==> config.mk <==
export PLATFORM = sky130hd
export DESIGN_NAME = dbg_regfile_guard
export DESIGN_NICKNAME = d
export VERILOG_FILES = /design/src/rtl/dbg_pkg.sv /design/src/rtl/dbg_access_guard.sv /design/src/rtl/dbg_reg_bank.sv /design/src/rtl/dbg_regfile_guard.sv
export SDC_FILE = /design/constraint.sdc
export NUM_CORES = 1
export LEC_CHECK = 0
export ABC_CLOCK_PERIOD_IN_PS = 4530
export CELL_PAD_IN_SITES_DETAIL_PLACEMENT = 0
export CELL_PAD_IN_SITES_GLOBAL_PLACEMENT = 1
export CORE_ASPECT_RATIO = 1.25
export CORE_MARGIN = 1.5
export CORE_UTILIZATION = 40
export CTS_CLUSTER_SIZE = 12
export DETAILED_ROUTE_END_ITERATION = 7
export GPL_TIMING_DRIVEN = 1
export HOLD_SLACK_MARGIN = 0.1
export PLACE_DENSITY = 0.76
export SYNTH_ARGS = -nofsm -noshare
export SYNTH_HDL_FRONTEND = slang
export SYNTH_HIERARCHICAL = 1
export SYNTH_SLANG_ARGS = --single-unit
==> constraint.sdc <==
create_clock -name clk -period 4.53 [get_ports clk]
set_clock_uncertainty 0.2 [all_clocks]
set_input_delay 0.6795 -clock clk [delete_from_list [all_inputs] [get_ports clk]]
set_output_delay 0.6795 -clock clk [all_outputs]
set_load 0.02 [all_outputs]
==> src/rtl/dbg_pkg.sv <==
package dbg_pkg;

    typedef enum logic [2:0] {
        ST_IDLE,
        ST_READ,
        ST_WRITE,
        ST_WCTL,
        ST_GP,
        ST_DB,
        ST_UD
    } dbg_state_e;

    localparam int unsigned DETECT_BIT = 13;   // control: general-detect
    localparam int unsigned HIT_BIT    = 13;   // status: detect hit
    localparam logic [2:0]  IDX_ALIAS  = 3'd4;
    localparam logic [2:0]  IDX_HOLE   = 3'd5;
    localparam logic [2:0]  IDX_STAT   = 3'd6;
    localparam logic [2:0]  IDX_CTRL   = 3'd7;

endpackage

==> src/rtl/dbg_access_guard.sv <==
module dbg_access_guard
    import dbg_pkg::*;
#(
    parameter int unsigned NUM_BP = 4
) (
    input  logic       req_valid,
    input  logic       req_write,
    input  logic [2:0] req_idx,
    input  logic [1:0] cpl,
    input  logic       prot_mode,
    input  logic       v86_mode,
    input  logic       reg_form,
    input  logic       detect_armed,
    output dbg_state_e next_state
);

    logic is_bp;
    logic priv_bad;
    logic idx_bad;

    assign is_bp    = (32'(req_idx) < NUM_BP);
    assign priv_bad = prot_mode && (v86_mode || (cpl != 2'd0));
    assign idx_bad  = req_write ? (req_idx == IDX_ALIAS || req_idx == IDX_HOLE)
                                : (req_idx == IDX_HOLE);

    always_comb begin
        if (!req_valid)        next_state = ST_IDLE;
        else if (!reg_form)    next_state = ST_UD;
        else if (priv_bad)     next_state = ST_GP;
        else if (detect_armed) next_state = ST_DB;
        else if (idx_bad)      next_state = ST_UD;
        else if (!req_write)   next_state = ST_READ;
        else if (is_bp || req_idx == IDX_STAT) next_state = ST_WRITE;
        else                   next_state = ST_WCTL;
    end

endmodule

==> src/rtl/dbg_reg_bank.sv <==
module dbg_reg_bank
    import dbg_pkg::*;
#(
    parameter int unsigned DATA_W    = 32,
    parameter int unsigned NUM_BP    = 4,
    parameter logic [DATA_W-1:0] STAT_RST  = 32'hFFFF0FF0,
    parameter logic [DATA_W-1:0] CTRL_RST  = 32'h00000400,
    parameter logic [DATA_W-1:0] STAT_KEEP = 32'h0000F00F,
    parameter logic [DATA_W-1:0] STAT_ONES = 32'hFFFF0FF0
) (
    input  logic              clk,
    input  logic              rst_n,
    input  logic              wr_en,
    input  logic [2:0]        idx,
    input  logic [DATA_W-1:0] wr_data,
    input  logic              detect_hit,
    output logic [DATA_W-1:0] rd_data,
    output logic              detect_armed
);

    logic [DATA_W-1:0] bp_q [NUM_BP];
    logic [DATA_W-1:0] stat_q;
    logic [DATA_W-1:0] ctrl_q;

    for (genvar g = 0; g < NUM_BP; g++) begin : g_bp
        always_ff @(posedge clk) begin
            if (!rst_n)
                bp_q[g] <= '0;
            else if (wr_en && 32'(idx) == g)
                bp_q[g] <= wr_data;
        end
    end

    always_ff @(posedge clk) begin
        if (!rst_n) begin
            stat_q <= STAT_RST;
            ctrl_q <= CTRL_RST;
        end else if (detect_hit) begin
            stat_q[HIT_BIT]    <= 1'b1;
            ctrl_q[DETECT_BIT] <= 1'b0;
        end else if (wr_en) begin
            if (idx == IDX_STAT) stat_q <= wr_data;
            if (idx == IDX_CTRL) ctrl_q <= wr_data;
        end
    end

    assign detect_armed = ctrl_q[DETECT_BIT];

    always_comb begin
        rd_data = '0;
        if (32'(idx) < NUM_BP)
            rd_data = bp_q[idx[$clog2(NUM_BP)-1:0]];
        else if (idx == IDX_ALIAS || idx == IDX_STAT)
            rd_data = (stat_q & STAT_KEEP) | STAT_ONES;
        else if (idx == IDX_CTRL)
            rd_data = ctrl_q;
    end

endmodule

==> src/rtl/dbg_regfile_guard.sv <==
module dbg_regfile_guard
    import dbg_pkg::*;
#(
    parameter int unsigned DATA_W = 32,
    parameter int unsigned NUM_BP = 4
) (
    input  logic              clk,
    input  logic              rst_n,
    input  logic              req_valid,
    input  logic              req_write,
    input  logic [2:0]        req_idx,
    input  logic [DATA_W-1:0] req_wdata,
    input  logic [1:0]        cpl,
    input  logic              prot_mode,
    input  logic              v86_mode,
    input  logic              reg_form,
    output logic [DATA_W-1:0] rd_data,
    output logic              rd_valid,
    output logic              fault_gp,
    output logic              fault_db,
    output logic              fault_ud,
    output logic              bp_clear
);

    dbg_state_e        state_q;
    dbg_state_e        state_d;
    logic [DATA_W-1:0] bank_rd;
    logic [DATA_W-1:0] rdata_q;
    logic              armed;

    dbg_access_guard #(.NUM_BP(NUM_BP)) u_guard (
        .req_valid    (req_valid),
        .req_write    (req_write),
        .req_idx      (req_idx),
        .cpl          (cpl),
        .prot_mode    (prot_mode),
        .v86_mode     (v86_mode),
        .reg_form     (reg_form),
        .detect_armed (armed),
        .next_state   (state_d)
    );

    dbg_reg_bank #(.DATA_W(DATA_W), .NUM_BP(NUM_BP)) u_bank (
        .clk          (clk),
        .rst_n        (rst_n),
        .wr_en        (state_d == ST_WRITE || state_d == ST_WCTL),
        .idx          (req_idx),
        .wr_data      (req_wdata),
        .detect_hit   (state_d == ST_DB),
        .rd_data      (bank_rd),
        .detect_armed (armed)
    );

    // State register
    always_ff @(posedge clk) begin
        if (!rst_n) begin
            state_q <= ST_IDLE;
            rdata_q <= '0;
        end else begin
            state_q <= state_d;
            rdata_q <= (state_d == ST_READ) ? bank_rd : '0;
        end
    end

    // Outputs
    always_comb begin
        rd_data  = '0;
        rd_valid = 1'b0;
        fault_gp = 1'b0;
        fault_db = 1'b0;
        fault_ud = 1'b0;
        bp_clear = 1'b0;
        unique case (state_q)
            ST_IDLE:  ;
            ST_READ:  begin rd_data = rdata_q; rd_valid = 1'b1; end
            ST_WRITE: ;
            ST_WCTL:  bp_clear = 1'b1;
            ST_GP:    fault_gp = 1'b1;
            ST_DB:    fault_db = 1'b1;
            ST_UD:    fault_ud = 1'b1;
            default:  ;
        endcase
    end

endmodule

# [After elaboration in Yosys (flattened, before gate mapping)]
# Memory sizes are Yosys's and may differ from the RTL's.
# Cells that the tools add are included.
[totals] output_inout_bits=37 register_bits=83 word_cells=87 mem_bits_rw=128 latch_bits=0 in_bits=44 mem_bits_ro=0 memories=1
[mem_list] memory="u_bank.bp_q" words=4 width=32 rd=1 rd_clocked_by_memory_dff=0 wr=4 line="dbg_reg_bank.sv:21" text="logic [DATA_W-1:0] bp_q [NUM_BP];"
[classes] div=0 magnitude_cmp=1 n_reduce_logical=20 n_shift=0 add_sub_neg=0 eq_ne=16 mul=0 mux=37 bitwise_logic=6
[ops] cell="$mux 32" n=8
[ops] cell="$mux 14" n=2
[ops] cell="$eq 3x3->1 const B" n=8
[ops] cell="$mux 1" n=21
[ops] cell="$mux 3" n=6
[ops] cell="$eq 3x2->1 const B" n=5
[ops] cell="$eq 3x1->1 const B" n=3
[ops] cell="$reduce_and 2->1" n=3
[ops] cell="$reduce_and 3->1" n=2
[ops] cell="$reduce_bool 2->1" n=3
[ops] cell="$logic_and 1x1->1" n=5
[ops] cell="$logic_or 1x1->1" n=5
[ops] cell="$or 1x1->1" n=4
[ops] cell="$logic_not 3->1" n=1
[ops] cell="$lt 3x3->1 const B" n=1
[ops] cell="$not 1->1" n=2
[ops] cell="$reduce_or 2->1" n=1

# [Longest topological paths before layout]
# Gate-level depths: netlist of run 1.
[depth] depth_word=16 depth_mapped=9 ltp_nobuf=7

# [By module]
# Netlist of run 1, hierarchy kept.
[by_module_without_submodules] module="dbg_reg_bank" instances=1 area_per_inst_um2=7887.6 cells_per_inst=647 seq_area_each_um2=4644.5
[by_module_without_submodules] module="dbg_regfile_guard" instances=1 area_per_inst_um2=1265.0 cells_per_inst=117 seq_area_each_um2=700.7
[by_module_without_submodules] module="dbg_access_guard" instances=1 area_per_inst_um2=96.3 cells_per_inst=15 seq_area_each_um2=0.0

# [Worst setup path before layout of run 1]
# No wires, ideal clock.
[synth_path] path_type="input to register" start="input cpl[1]" end="memory u_bank.bp_q[2][0] (enable)" path_buffers=0 required_ps=3860 setup_time_ps=470 setup_slack_ps=-279 arrival_ps=4139 path_stages=6 cell_sequence="o31ai_4 nand2_1 o31a_1 nor2b_1 nand2_1 o31ai_1"
[synth_rtl] item="from (decl)" line="dbg_regfile_guard.sv:13" text="input logic [1:0] cpl,"
[synth_rtl] item="to (decl)" line="dbg_reg_bank.sv:21"

# [Final worst setup path of run 1]
[layout_path] start="register state_q[0]" end="output rd_data[7]"
[layout_between] elab_chain_len=2
[layout_lines] item="from (decl)" line="dbg_regfile_guard.sv:25" text="dbg_state_e state_q;"
[layout_lines] item="from (signal assigned)" line="dbg_regfile_guard.sv:60" text="state_q <= state_d;"
[layout_lines] item="$eq 3x1->1" line="dbg_regfile_guard.sv:73" text="unique case (state_q)"
[layout_lines] item="$mux 32" line="dbg_regfile_guard.sv:73"
[layout_lines] item="to (decl)" line="dbg_regfile_guard.sv:17" text="output logic [DATA_W-1:0] rd_data,"
# No other way between the ends.

==> metrics.txt, run 1 <==
Adder-Cell Fraction of Synth Area 0%; Post-synth EDFFs 128; fin crit period 3320 ps; Pre-antenna DRT Iters 4; GPL Wtd Cong 0.721; Setup CP Type register to primary output; Final ANT Viol Nets 0; Synth Cell Area 9250 um2; Total Routing Usage GR 16.9%; WP data required 3650 ps; setup_tns 0 ps; RSZ-0062 raised after global routing no; worst slew pin tran 865 ps; post-synthesis sequential area ratio 57.8%; Post-DP Area 10400 um2; CTS H-Tree Depth 1; core area 22800 um2; slew margin rel. 42.4%; initial antenna violation count 0; Power Density 366 nW/um2; clk buf depth 3; number of max-cap violations 0; DR vias 5820; Worst Hold Class register to register; Setup Fix Bufs, Post-CTS 0; largest net degree at the start of global routing 76; pre-CTS setup slack 746 ps; commonest cells after routing, fill and taps aside and2_1, edfxtp_1, mux2i_1; CP max stage delay 590 ps; Hold-fix buffers, CTS 0; async set-reset flop share out of synthesis 0%; commonest non-fill, non-tap cell in the layout and2_1; fill count 2107; DRT iter0 DRCs 288; Synth Area per Inst 11.9 um2; die area 24000 um2; Final setup viols 0; Initial Utilization 40.6%; root buf cell clkbuf_16; Setup crit end kind primary output; IO Count 81; insertion delay to the later sink of the worst-skew pair 500 ps; Tcrit/Tclk final 73.2%; Nets 891; die height 173 um; first-pass GRT wire length 32400 um; static leakage 4.26 nW; final WL 19900 um; die width 139 um; Post-Synth XOR/XNOR Area 0%; Worst-path clk slew 60 ps; worst-path maximum fanout 24; Final Max Slew Viols 0; worst path bufs/invs 2; n_diodes 0; CTS Buf Count 22; CP arrival 2440 ps; Port Buffers 80; Synth Net Count 823; CTS tree built; Highest Clock Rate 301 MHz; synthesized flop and latch total 203; largest family of logic cells by synthesized area simple AND/OR/NAND/NOR gates; cell row count 62; Area Overhead vs Synth 20.2%; via/cell ratio 5.06; status complete, no violations; number of distinct library cells after synthesis 40; slowest cell on the critical path clkdlybuf4s50_1; Cells after Synth 779; Primary FF master, synth edfxtp_1; post_cts resized 0; Design Area, Final 11100 um2; layout cell share with drive strength beyond 1 12.2%; grt ovf 0; setup ws final 1210 ps; clock tree sinks 203; Synth Area in Compound Gates 7.25%; Synth Area in Simple Gates 20.6%; portion of netlist area occupied by mux cells 11.1%; DRC violations left 0; maximum VDD drop 292 uV; CP Launch Type register; cell family with most CP delay buffers and inverters; crit-path cells nor3b_4 > buf_4 > and2_2 > clkdlybuf4s50_1; Ys Warns 6; average wire per cell in the routed design 17.3 um; final hold vios 0; dpl hpwl 12000 um; vias in the first global route 5828
## cells by family (layout without fill, tap and decap cells)
family / count (synthesis) / count (layout)
muxes: 103 / 103
and+or+nand+nor: 336 / 336
buffers and inverters: 60 / 143
AOI/OAI and AO/OA: 77 / 77
DFF: 203 / 203
## metal layers
layer  global-route usage, %  wire length [um]  up-vias  part of all wire (%)
li1                        -                 -     2860                     -
met1                    21.6              8580     2804                    43
met2                    30.0              9950      128                    50
met3                    2.38              1010       28                   5.1
met4                    4.69               407        0                   2.0
met5                       0                 0        -                     0
## cells in the mapped netlist (2+ instances only)
master / number / area, um2
o21ai_0: 3 / 15.0
nand2_1: 95 / 357
a22o_1: 8 / 70.1
and2_1: 183 / 1140
a21oi_1: 3 / 15.0
nor2_2: 2 / 12.5
edfxtp_1: 128 / 3840
nor3_2: 2 / 20.0
mux2i_1: 103 / 1030
nor2_1: 5 / 18.8
buf_6: 6 / 67.6
buf_2: 13 / 65.1
o31ai_1: 2 / 15.0
a21bo_2: 24 / 240
nor2b_1: 4 / 25.0
o221ai_1: 24 / 210
inv_1: 2 / 7.51
dfxtp_1: 75 / 1500
clkbuf_1: 31 / 116
a31oi_1: 9 / 56.3
buf_4: 2 / 15.0
nand3_1: 10 / 50.1
and2_2: 12 / 90.1
nand2b_1: 10 / 62.6
clkbuf_2: 3 / 15.0
buf_1: 3 / 11.3
nor3b_1: 3 / 22.5
and3b_2: 2 / 20.0
## stage by stage
stage | instances | hold slack [ps] | util, % | total power [mW]
floorplan | 779 | 235 | - | 2.22
global placement | 1111 | 243 | 45.7 | 2.35
detailed placement | 1111 | 247 | 45.7 | 2.35
CTS | 1150 | 258 | 48.7 | 4.11
global route | 1150 | 273 | 48.7 | 4.21
finish | 1150 | 255 | 48.7 | 4.07
## path summary, 6_finish.rpt
check                     end              start  depth (start not counted)  slack [ps]
max                rd_data[7]         state_q[0]                          4        1210
min          u_bank/ctrl_q[5]   u_bank/ctrl_q[5]                          2         250
min reg2reg  u_bank/ctrl_q[5]   u_bank/ctrl_q[5]                          2         250
max reg2reg  u_bank/ctrl_q[6]  u_bank/ctrl_q[13]                          8        1660
## power breakdown
part	internal, mW	switching (mW)	total (mW)
logic	0.121	0.166	0.286
registers	2.01	0.0135	2.02
clock network	1.07	0.696	1.76
total	3.19	0.875	4.07
## state kept, by name, summed over array words and instances, names as in the netlist
register       count
rdata_q           32
state_q            3
u_bank/ctrl_q     32
u_bank/bp_q      128
u_bank/stat_q      8
## tightest hold or removal path, delay by kind of cell, from the launching register on
kind	cells	cell delay, ps
simple gates	1	50
flops	1	310
mux	1	50
## layout make-up
cell class	instances	area [um2]	area share [%]
Sequential cell	203	5350	48.1
Multi-Input combinational cell	516	3690	33.2
Timing Repair Buffer	102	1010	9.09
Clock buffer	35	631	5.67
Tap cell	288	360	3.24
Clock inverter	4	72.6	0.653
Inverter	2	7.51	0.0675
(Power assumes the default switching activity.)
==> run 2, diff against run 1 <==
- ABC_CLOCK_PERIOD_IN_PS: 4530 -> 2700
- clock period: 4.53 -> 2.7 ns (I/O delays scaled with it)
==> run 2 against run 1 <==
Net effect: clock power grew 64%; die area unchanged; flip-flop and latch count unchanged; count of clock-buffer cells in the layout rose by 2; worst setup slack worse by 1100 ps; critical endpoint is now rd_valid; hold slack worse by 130 ps; non-clock buffer count increased by 22; via count up 1.5%; final cell count rose by 2.0%; sequential share of layout area shrank 1.3 points; critical path depth shrank 1; first-iteration DRC count grew 16%.
==> metrics.txt, run 2 (synthesized netlist as in run 1, its figures left out) <==
status complete, no violations; Regs by FF count u_bank/bp_q (128), rdata_q (32), u_bank/ctrl_q (32); Power Density 594 nW/um2; CTS Buf Count 22; NetSw 1.49 mW; Port Buffers 80; setup_tns 0 ps; reg-to-reg endpoint u_bank/ctrl_q[5]; Design Area, Final 11400 um2; setup ws final 135 ps; GPL Wtd Cong 0.726; Finished Layout Cells 1173; initial antenna violation count 0; Net Sw Frac 21.9%; slew margin rel. 66.0%; Setup CP Type register to primary output; commonest non-fill, non-tap cell in the layout and2_1; n_diodes 0; hold path cells 2; CP arrival 1960 ps; die width 139 um; Tcrit/Tclk final 95.0%; Clock power frac 42.5%; CTS H-Tree Depth 1; Fin Hold WS 124 ps; die height 173 um; multi-input logic area 3690 um2; Reg2Reg Setup Slack 390 ps; Pint 5.30 mW; fin util 50.1%; Pre-antenna DRT Iters 4; Worst Hold Class input pin to register; Post-DP Area 10700 um2; static leakage 4.96 nW; average wire per cell in the routed design 17.5 um; DRT iter0 DRCs 335; largest net degree at the start of global routing 76; register area 5350 um2; die area 24000 um2; Worst-path clk slew 60 ps; clock tree sinks 203; hold endpoint u_bank/stat_q[13]; worst-path maximum fanout 13; Setup crit end kind primary output; dpl hpwl 12800 um; insertion delay to the later sink of the worst-skew pair 490 ps; Area Overhead vs Synth 23.5%; fin crit period 2570 ps; max FFs per register 128; Total Routing Usage GR 17.1%; number of max-cap violations 0; Highest Clock Rate 390 MHz; grt ovf 0; Biggest register u_bank/bp_q; RSZ-0062 raised after global routing no; root buf cell clkbuf_16; Placed Instances 1133; CP Launch Type register; cell row count 62; Final ANT Viol Nets 0; Final Max Slew Viols 0; final WL 20500 um; IO Count 81; worst slew pin tran 510 ps; vias in the first global route 6075; Pwr Total 6.78 mW; layout cell share with drive strength beyond 1 14.5%; pre-CTS setup slack -374 ps; Nets 913; Comb power frac 7.6%; final hold vios 0; fill count 2021; DRC violations left 0; core area 22800 um2; Initial Utilization 40.6%; DR vias 5905; Hold-fix buffers, CTS 0; WP data required 2100 ps; HP Start rst_n; reg2reg start u_bank/ctrl_q[13]; clk buf depth 3; sequential fraction of design power 50.0%; first-pass GRT wire length 32900 um; maximum VDD drop 470 uV; via/cell ratio 5.03; Register-to-Register Path Depth 8; Final setup viols 0; CTS tree built; commonest cells after routing, fill and taps aside and2_1, edfxtp_1, mux2i_1
## run 2: cell types whose count changed in the layout (fill, tap and decap cells not counted), sizes merged
cell           delta
inv               +1
buf              +22
clkbuf            +2
clkinvlp          -1
bufinv            -1
dlymetal6s2s     +30
dlygate4sd2       +2
clkdlybuf4s50    -32
## run 2: power by group through the flow
stage	registers [mW]	clock network, mW	logic [mW]
2_1_floorplan	3.45	0	0.283
3_3_place_gp	3.45	0	0.519
3_5_place_dp	3.45	0	0.521
4_1_cts	3.39	2.94	0.522
5_1_grt	3.39	3.06	0.560
6_report	3.39	2.88	0.513
## run 2: layout make-up
cell class,count,area share (%)
repair buffers,124,11.7
flip-flops and latches,203,46.8
multi-input cells,516,32.3
clock buffers,37,5.59
clock inverters,3,0.383
inverters,2,0.0657
well taps,288,3.15
## run 2: critical path: stages (launching register included)
cell and delay (ps):
dfxtp_1 390, nor3b_4 260, buf_6 200, clkdlybuf4s50_1 620
## run 2: worst max-delay path by stage
stage	from	to	slack [ps]	depth (start not counted)
after global placement	cpl[1]	u_bank/ctrl_q[17]	-310	9
final	state_q[0]	rd_valid	130	3
after global routing	cpl[1]	u_bank/stat_q[14]	30	10
after detailed placement	cpl[1]	u_bank/ctrl_q[5]	-370	9
after floorplan	cpl[1]	u_bank/bp_q[2][0]	-150	6
after CTS	state_q[0]	rd_data[18]	-70	4
## run 2: what timing repair did
action                                  CTS  global route
buffers inserted                          0             0
pin swaps                                 0             0
resized for setup                         2            33
endpoints found under the setup margin   32            31
## run 2: routing by layer
layer	GRT usage [%]	share of wire [%]	up-vias
li1	-	-	2894
met1	21.2	44	2883
met2	31.4	51	101
met3	2.05	2.9	27
met4	4.64	1.7	0
met5	0	0	-
==> run 3, diff against run 2 <==
- CORE_MARGIN: 1.5 -> 4
==> run 3 against run 2 <==
Net effect: sequential power about the same; via count rose by 0.32%; first-iteration DRC count fell by 19%; clock power decreased by 6%; worst setup slack better by 36 ps; critical path depth increased by 6; global-route usage fell by 1.0 points; maximum frequency grew 1.4%; sequential share of layout area grew 0.19 points; hold slack better by 130 ps; largest cell class unchanged; largest power group unchanged; highest routed layer unchanged.
==> metrics.txt, run 3 (synthesized netlist as in run 1, its figures left out) <==
status complete, no violations; Tcrit/Tclk final 93.7%; Regs by FF count u_bank/bp_q (128), rdata_q (32), u_bank/ctrl_q (32); die height 178 um; n_diodes 0; grt ovf 0; reg2reg start u_bank/ctrl_q[13]; clock tree sinks 203; max FFs per register 128; DRC violations left 0; Final ANT Viol Nets 0; CP Launch Type input pin; static leakage 4.91 nW; fin util 50.5%; worst-path maximum fanout 18; fill count 1961; RSZ-0062 raised after global routing no; root buf cell clkbuf_16; largest net degree at the start of global routing 79; Hold-fix buffers, CTS 0; commonest non-fill, non-tap cell in the layout and2_1; CTS H-Tree Depth 1; insertion delay to the later sink of the worst-skew pair 490 ps; worst slew pin tran 608 ps; clk buf depth 3; GPL Wtd Cong 0.723; CTS Buf Count 21; worst setup path startpoint cpl[1]; Power Density 580 nW/um2; Fin Hold WS 256 ps; Reg2Reg Setup Slack 390 ps; CTS tree built; Biggest register u_bank/bp_q; setup_tns 0 ps; crit-path cells clkdlybuf4s50_1 > o31ai_4 > nand2_1 > o31a_1 > nor2b_2 > nand2_2 > nor4bb_4 > buf_12 > mux2i_1; final hold vios 0; core area 22500 um2; Setup crit end kind register; commonest cells after routing, fill and taps aside and2_1, edfxtp_1, mux2i_1; initial antenna violation count 0; Total Routing Usage GR 16.1%; Pwr Total 6.60 mW; die area 25600 um2; via/cell ratio 5.08; final WL 20200 um; Area Overhead vs Synth 23.0%; reg-to-reg endpoint u_bank/ctrl_q[25]; number of max-cap violations 0; average wire per cell in the routed design 17.3 um; WP data required 2910 ps; Initial Utilization 41.1%; Setup CP Type input pin to register; Pre-antenna DRT Iters 4; slew margin rel. 59.5%; CP endpoint u_bank/ctrl_q[25]; CP max stage delay 440 ps; DR vias 5924; Worst Hold Class register to register; Highest Clock Rate 395 MHz; die width 144 um; vias in the first global route 6205; Register-to-Register Path Depth 8; DRT iter0 DRCs 270; Setup Fix Bufs, Post-CTS 0; Nets 912; slowest cell on the critical path clkdlybuf4s50_1; maximum VDD drop 367 uV; Final setup viols 0; first-pass GRT wire length 32800 um; Port Buffers 80; cell row count 61; Final Max Slew Viols 0; dpl hpwl 13100 um; IO Count 81; fin crit period 2530 ps; CP arrival 2740 ps; Worst-path clk slew 60 ps; layout cell share with drive strength beyond 1 14.2%
run 3: critical path: cells and delay by family:
kind            cells  cell delay (ps)
compound gates      2              560
buf+inv             2              670
mux                 1              200
simple gates        4              870
run 3: report_power, final:
part           switching [mW]  internal [mW]  total (mW)  leakage, nW
clock network            1.10           1.60        2.70        0.303
registers              0.0228           3.37        3.39         1.98
logic                   0.283          0.230       0.513         2.62
total                    1.41           5.19        6.60         4.91
run 3: what timing repair did:
item	in CTS	in global routing
gates resized for setup	5	29
pin swaps	0	0
endpoints found under the setup margin	32	27
run 3: final cells by class:
cell class                      count  area, um2  area share [%]
Clock buffer                       36        602            5.29
Multi-Input combinational cell    516       3690            32.5
Inverter                            2       7.51          0.0660
Sequential cell                   203       5350            47.0
Clock inverter                      1       30.0           0.264
Tap cell                          283        354            3.11
Timing Repair Buffer              124       1350            11.8
run 3: routing by layer:
metal	global-route usage, %	vias to the layer above	share of wire, %
met3	2.01	31	4.4
li1	-	2899	-
met5	0	-	0
met2	28.7	117	50
met4	4.51	0	2.0
met1	20.5	2877	43
run 3: metrics by stage:
stage | worst slack (ps) | cell area, um2 | instances
4_1_cts | -39.5 | 11300 | 1165
6_report | 170 | 11400 | 1165
5_1_grt | 13.1 | 11400 | 1165
3_3_place_gp | -305 | 10700 | 1128
3_5_place_dp | -342 | 10700 | 1128
2_1_floorplan | -154 | 9290 | 779
run 3: worst min-delay path by stage:
stage                       from                end  slack (ps)  cells after the start
4_1_cts         u_bank/stat_q[1]   u_bank/stat_q[1]         260                      2
2_1_floorplan   u_bank/ctrl_q[0]   u_bank/ctrl_q[0]         230                      2
6_report       u_bank/stat_q[12]  u_bank/stat_q[12]         260                      2
3_3_place_gp   u_bank/stat_q[15]  u_bank/stat_q[15]         240                      2
5_1_grt         u_bank/stat_q[0]   u_bank/stat_q[0]         270                      2
3_5_place_dp    u_bank/stat_q[0]   u_bank/stat_q[0]         250                      2
